<file path="config.mk">
export PLATFORM = sky130hd
export DESIGN_NAME = lpci_window_decoder
export DESIGN_NICKNAME = d
export VERILOG_FILES = /design/src/rtl/lpci_win_pkg.sv /design/src/rtl/lpci_win_control.sv /design/src/rtl/lpci_win_datapath.sv /design/src/rtl/lpci_window_decoder.sv
export SDC_FILE = /design/constraint.sdc
export NUM_CORES = 1
export LEC_CHECK = 0
export BUFFER_PORTS_ARGS = -buffer_cell sky130_fd_sc_hd__buf_4
export CORE_ASPECT_RATIO = 1.5
export CORE_MARGIN = 2
export CORE_UTILIZATION = 53
export DETAILED_ROUTE_END_ITERATION = 16
export HOLD_SLACK_MARGIN = 0.03
export PLACE_DENSITY = 0.8
export SLEW_MARGIN = 0
export SYNTH_ARGS = -nofsm -noshare
export SYNTH_HDL_FRONTEND = slang
export SYNTH_HIERARCHICAL = 1
export SYNTH_SLANG_ARGS = --single-unit
</file>
<file path="constraint.sdc">
create_clock -name clk -period 2.4 [get_ports clk]
set_clock_uncertainty 0.1 [all_clocks]
set_input_delay 0.48 -clock clk [delete_from_list [all_inputs] [get_ports clk]]
set_output_delay 0.48 -clock clk [all_outputs]
set_load 0.01 [all_outputs]
</file>
<file path="src/rtl/lpci_win_pkg.sv">
package lpci_win_pkg;
  localparam int NWIN = 2;
  localparam int SEL_W = 3;

  localparam logic [SEL_W-1:0] SEL_MEM_BASE  = 3'd0;
  localparam logic [SEL_W-1:0] SEL_MEM_RANGE = 3'd1;
  localparam logic [SEL_W-1:0] SEL_MEM_REMAP = 3'd2;
  localparam logic [SEL_W-1:0] SEL_IO_BASE   = 3'd3;
  localparam logic [SEL_W-1:0] SEL_IO_RANGE  = 3'd4;
  localparam logic [SEL_W-1:0] SEL_IO_REMAP  = 3'd5;
  localparam logic [SEL_W-1:0] SEL_MODE      = 3'd6;

  typedef enum logic [1:0] {
    SP_NONE = 2'b00,
    SP_MEM  = 2'b01,
    SP_IO   = 2'b10,
    SP_CFG  = 2'b11
  } space_e;

  typedef struct packed {
    logic [NWIN-1:0] loadBase;
    logic [NWIN-1:0] loadRange;
    logic [NWIN-1:0] loadRemap;
    logic            loadMode;
    logic            capture;
  } strobes_t;
endpackage

</file>
<file path="src/rtl/lpci_win_control.sv">
module lpci_win_control
  import lpci_win_pkg::*;
(
  input  logic             cfgWrEn,
  input  logic [SEL_W-1:0] cfgSel,
  input  logic             reqValid,
  output strobes_t         st
);
  always_comb begin
    st = '0;
    st.capture = reqValid;
    if (cfgWrEn) begin
      unique case (cfgSel)
        SEL_MEM_BASE:  st.loadBase[0]  = 1'b1;
        SEL_MEM_RANGE: st.loadRange[0] = 1'b1;
        SEL_MEM_REMAP: st.loadRemap[0] = 1'b1;
        SEL_IO_BASE:   st.loadBase[1]  = 1'b1;
        SEL_IO_RANGE:  st.loadRange[1] = 1'b1;
        SEL_IO_REMAP:  st.loadRemap[1] = 1'b1;
        SEL_MODE:      st.loadMode     = 1'b1;
        default:       ;
      endcase
    end
  end
endmodule

</file>
<file path="src/rtl/lpci_win_datapath.sv">
module lpci_win_datapath
  import lpci_win_pkg::*;
#(
  parameter int ADDR_W = 32
) (
  input  logic              clk,
  input  logic              rstN,
  input  strobes_t          st,
  input  logic [ADDR_W-1:0] cfgData,
  input  logic [ADDR_W-1:0] reqAddr,
  output logic              hit,
  output logic [1:0]        space,
  output logic [ADDR_W-1:0] pciAddr
);
  localparam int MODE_W = 3;

  logic [ADDR_W-1:0] baseReg  [NWIN];
  logic [ADDR_W-1:0] rangeReg [NWIN];
  logic [ADDR_W-1:0] remapReg [NWIN];
  logic [ADDR_W-1:0] xlat     [NWIN];
  logic [NWIN-1:0]   match;
  logic [MODE_W-1:0] modeReg;

  always_ff @(posedge clk) begin
    if (!rstN) modeReg <= '0;
    else if (st.loadMode) modeReg <= cfgData[MODE_W-1:0];
  end

  for (genvar w = 0; w < NWIN; w++) begin : g_win
    always_ff @(posedge clk) begin
      if (!rstN) begin
        baseReg[w]  <= '0;
        rangeReg[w] <= '0;
        remapReg[w] <= '0;
      end else begin
        if (st.loadBase[w])  baseReg[w]  <= cfgData;
        if (st.loadRange[w]) rangeReg[w] <= cfgData;
        if (st.loadRemap[w]) remapReg[w] <= cfgData;
      end
    end
    assign match[w] = modeReg[w] && (((reqAddr ^ baseReg[w]) & rangeReg[w]) == '0);
    assign xlat[w]  = (remapReg[w] & rangeReg[w]) | (reqAddr & ~rangeReg[w]);
  end

  space_e            nxtSpace;
  logic [ADDR_W-1:0] nxtAddr;

  always_comb begin
    nxtSpace = SP_NONE;
    nxtAddr  = '0;
    if (st.capture) begin
      if (match[0]) begin
        nxtSpace = SP_MEM;
        nxtAddr  = xlat[0];
      end else if (match[1]) begin
        nxtSpace = modeReg[2] ? SP_CFG : SP_IO;
        nxtAddr  = xlat[1];
      end
    end
  end

  always_ff @(posedge clk) begin
    if (!rstN) begin
      hit     <= 1'b0;
      space   <= SP_NONE;
      pciAddr <= '0;
    end else begin
      hit     <= (nxtSpace != SP_NONE);
      space   <= nxtSpace;
      pciAddr <= nxtAddr;
    end
  end
endmodule

</file>
<file path="src/rtl/lpci_window_decoder.sv">
module lpci_window_decoder
  import lpci_win_pkg::*;
#(
  parameter int ADDR_W = 32
) (
  input  logic              clk,
  input  logic              rstN,
  input  logic              cfgWrEn,
  input  logic [2:0]        cfgSel,
  input  logic [ADDR_W-1:0] cfgData,
  input  logic              reqValid,
  input  logic [ADDR_W-1:0] reqAddr,
  output logic              hit,
  output logic [1:0]        space,
  output logic [ADDR_W-1:0] pciAddr
);
  strobes_t st;

  lpci_win_control u_ctrl (
    .cfgWrEn (cfgWrEn),
    .cfgSel  (cfgSel),
    .reqValid(reqValid),
    .st      (st)
  );

  lpci_win_datapath #(.ADDR_W(ADDR_W)) u_dp (
    .clk    (clk),
    .rstN   (rstN),
    .st     (st),
    .cfgData(cfgData),
    .reqAddr(reqAddr),
    .hit    (hit),
    .space  (space),
    .pciAddr(pciAddr)
  );
endmodule

</file>
==> results by group <==
Hold path
  – Worst hold endpoint: u_dp/modeReg[0]
  – Hold crit path type: in2reg
  – Hold Startpoint: cfgData[0]
  – Hold path depth: 3

Die
  – FP Rows: 62
  – Initial Util: 54.0%
  – Core area: around 0.019 mm2
  – Die area: 0.0206 mm2
  – Top Ports: 106
  – Die W: between 100 and 150 um
  – Die H: about 170 um

STA
  – Crit path time final: 2600 ps
  – Tightest Pin Transition: 784 ps
  – Worst hold margin: 194 ps
  – Fin. Hold Viols: 0
  – Setup ws final: -203 ps
  – RSZ-0062 raised after global routing: true
  – Rel. slew slack: a little under half
  – Count of final setup violators: 33
  – Max-slew violations: 0
  – Fmax: 0.384 GHz
  – Final Cycle Share: 108%

Clocking
  – Reg clk slew, reported paths: 70 ps
  – H-tree depth: 1
  – Hold_buf cts: 0
  – CTS Buffer Depth: 3
  – CTS tree: done
  – Num Clock Sinks: 230
  – Clock Latency Late Sink: 500 ps
  – CTS Buf Count: 20
  – Root Buffer: clkbuf_16

Setup path
  – Worst EP required: approximately 2700 ps
  – Worst reg2reg path endpoint: u_dp/pciAddr[24]
  – Worst setup path class: reg2reg
  – Critical path endpoint category: flip-flop
  – Reg2Reg Depth: 7
  – FF-to-FF Start: u_dp/baseReg[1][29]
  – Startpoint Class: flip-flop
  – Crit Path Max Fanout: 8
  – R2R setup slack: -200 ps
  – Arrival time worst endpoint: just under 3000 ps

Drt
  – Via count: 7202
  – Drt wl/cell: 24.4 um
  – Vias per Instance: between 6 and 7
  – Antenna viol nets, final: 0
  – Drt initial violations: 728
  – Drc violations: 0
  – 1st-pass router iterations: 5
  – DRT Wirelength: 28500 um

Place
  – IO buf count: 105
  – Final HPWL DP: 17000 um
  – Routability cong.: ~0.85

Logic synthesis
  – Share of flip-flops with an asynchronous set or reset: 0%
  – Syn Area/Cell: 13.3 um2
  – Syn. warnings: 6
  – Seq/Total Area, Yosys: 63.3%
  – Gate Count Post-Synth: 773
  – Netlist cell types: 35
  – Syn nets: 844
  – Post-synth top flop: edfxtp_1
  – Yosys reg bits: 230
  – Post-Syn Area: 0.0103 mm2
  – EDFF count, synth: 192

Global routing
  – Antenna violations before repair: 0
  – Gr ovfl total: 0
  – Largest net degree at the start of global routing: ~110
  – All-Layer GR Usage: between 20 and 30%
  – Vias in the first global route: 7185
  – First-pass GRT wire length: around 42000 um

Power and ir drop
  – Flop pwr share: 54.0%
  – Psw: 1960 uW
  – Sw Ratio: 22.7%
  – Max rail drop VDD: 488 uV
  – Combinational Power Share: 9.6%
  – Clock share of power: roughly 36%
  – Pwr per Cell Area: around 700 mW/mm2
  – Internal: 6670 uW
  – LEAKAGE: 0.00529 uW

Layout
  – Layout area overhead: 20.9%
  – Most frequent cells in the layout: and3_1, edfxtp_1, buf_4
  – Util after Layout: 65.3%
  – Layout Nets: ~970
  – # diodes: 0
  – Ratio of cells with drive above 1 in the final layout: 27.5%
  – Filler Cell Count: 1393

Run
  – Max-cap viol count: 0

Run status
  – Outcome: complete, but fails checks
  – Failing checks: setup timing
==> worst max path at each step <==
stage                                   to           startpoint  depth (start not counted)
after floorplan           u_dp/pciAddr[24]          reqAddr[12]                          8
after global placement    u_dp/pciAddr[31]          reqAddr[29]                          8
after detailed placement  u_dp/pciAddr[13]          reqAddr[29]                          8
after CTS                  u_dp/pciAddr[3]  u_dp/baseReg[1][29]                          7
after global routing      u_dp/pciAddr[24]  u_dp/baseReg[1][29]                          7
final                     u_dp/pciAddr[24]  u_dp/baseReg[1][29]                          7
==> sequential cells by signal, summed over array words and instances, names as in the netlist <==
signal	flops
u_dp/hit	1
u_dp/space	2
u_dp/pciAddr	32
u_dp/remapReg	64
u_dp/rangeReg	64
u_dp/modeReg	3
u_dp/baseReg	64
==> critical path, stage by stage, from the launching register on <==
cell and delay, ps:
edfxtp_1 410, xor2_2 180, a22o_1 240, a221oi_4 250, nand3_4 180, or3_4 510, or4_4 500, a21oi_2 150
==> area by class of cell <==
class | count | area, um2 | area share [%]
sequential | 230 | 6530 | 52.4
clock inverter | 5 | 51.3 | 0.412
multi-input combinational | 489 | 3690 | 29.7
inverter | 2 | 7.51 | 0.0603
timing repair buffer | 157 | 1280 | 10.2
clock buffer | 30 | 579 | 4.65
tap | 256 | 320 | 2.57
==> per-layer routing <==
metal  global-route usage, %  share of wire (%)
met3                    3.62                8.5
met1                    32.1                 36
met5                       0                  0
met2                    46.0                 50
met4                    16.3                5.4
==> kinds of logic (layout without fill, tap and decap cells) <==
group	count (synthesis)	in the layout	share of synthesized area (%)
buffers and inverters	59	194	2.46
XOR/XNOR	64	64	5.44
flip-flops	230	230	63.3
AND/OR/NAND/NOR	289	294	17.7
multiplexers	67	67	6.90
AO/OA/AOI/OAI	64	64	4.18
==> stage by stage <==
step / total power [uW] / instances / cell area (um2) / setup WS [ps] / TNS (ps)
2_1_floorplan: 5090 / 773 / 10300 / 49.0 / 0
4_1_cts: 8610 / 1166 / 12300 / -270 / -7060
6_report: 8640 / 1169 / 12500 / -203 / -3930
3_5_place_dp: 5540 / 1125 / 11600 / -473 / -13130
3_3_place_gp: 5510 / 1125 / 11600 / -379 / -12090
5_1_grt: 8860 / 1169 / 12500 / -288 / -6300
==> power by group through the flow <==
stage,sequential (uW),combinational (uW),clock [uW]
after floorplan,4710,377,0
after global placement,4730,777,0
after detailed placement,4750,788,0
after CTS,4660,805,3140
after global routing,4680,874,3310
final,4670,832,3140
==> Yosys cell counts (5+ instances only) <==
library cell / number / area share (%)
xor2_1: 64 / 5.4
a22oi_1: 18 / 1.3
dfxtp_1: 38 / 7.4
mux2i_1: 35 / 3.4
nand2_1: 37 / 1.3
a22o_1: 5 / 0.42
edfxtp_1: 192 / 56
a21oi_1: 33 / 1.6
and3_1: 192 / 12
buf_2: 5 / 0.24
or4_1: 32 / 2.3
nand2b_1: 6 / 0.36
clkbuf_1: 48 / 1.7
mux2_2: 32 / 3.5
==> repair_timing <==
action                     CTS  global route
resized for setup           10            25
pin swaps                   38            14
gates cloned                 5             1
setup endpoints to repair   34            35
buffers inserted             1             2
Note: power is estimated with default switching activity, not from simulation.
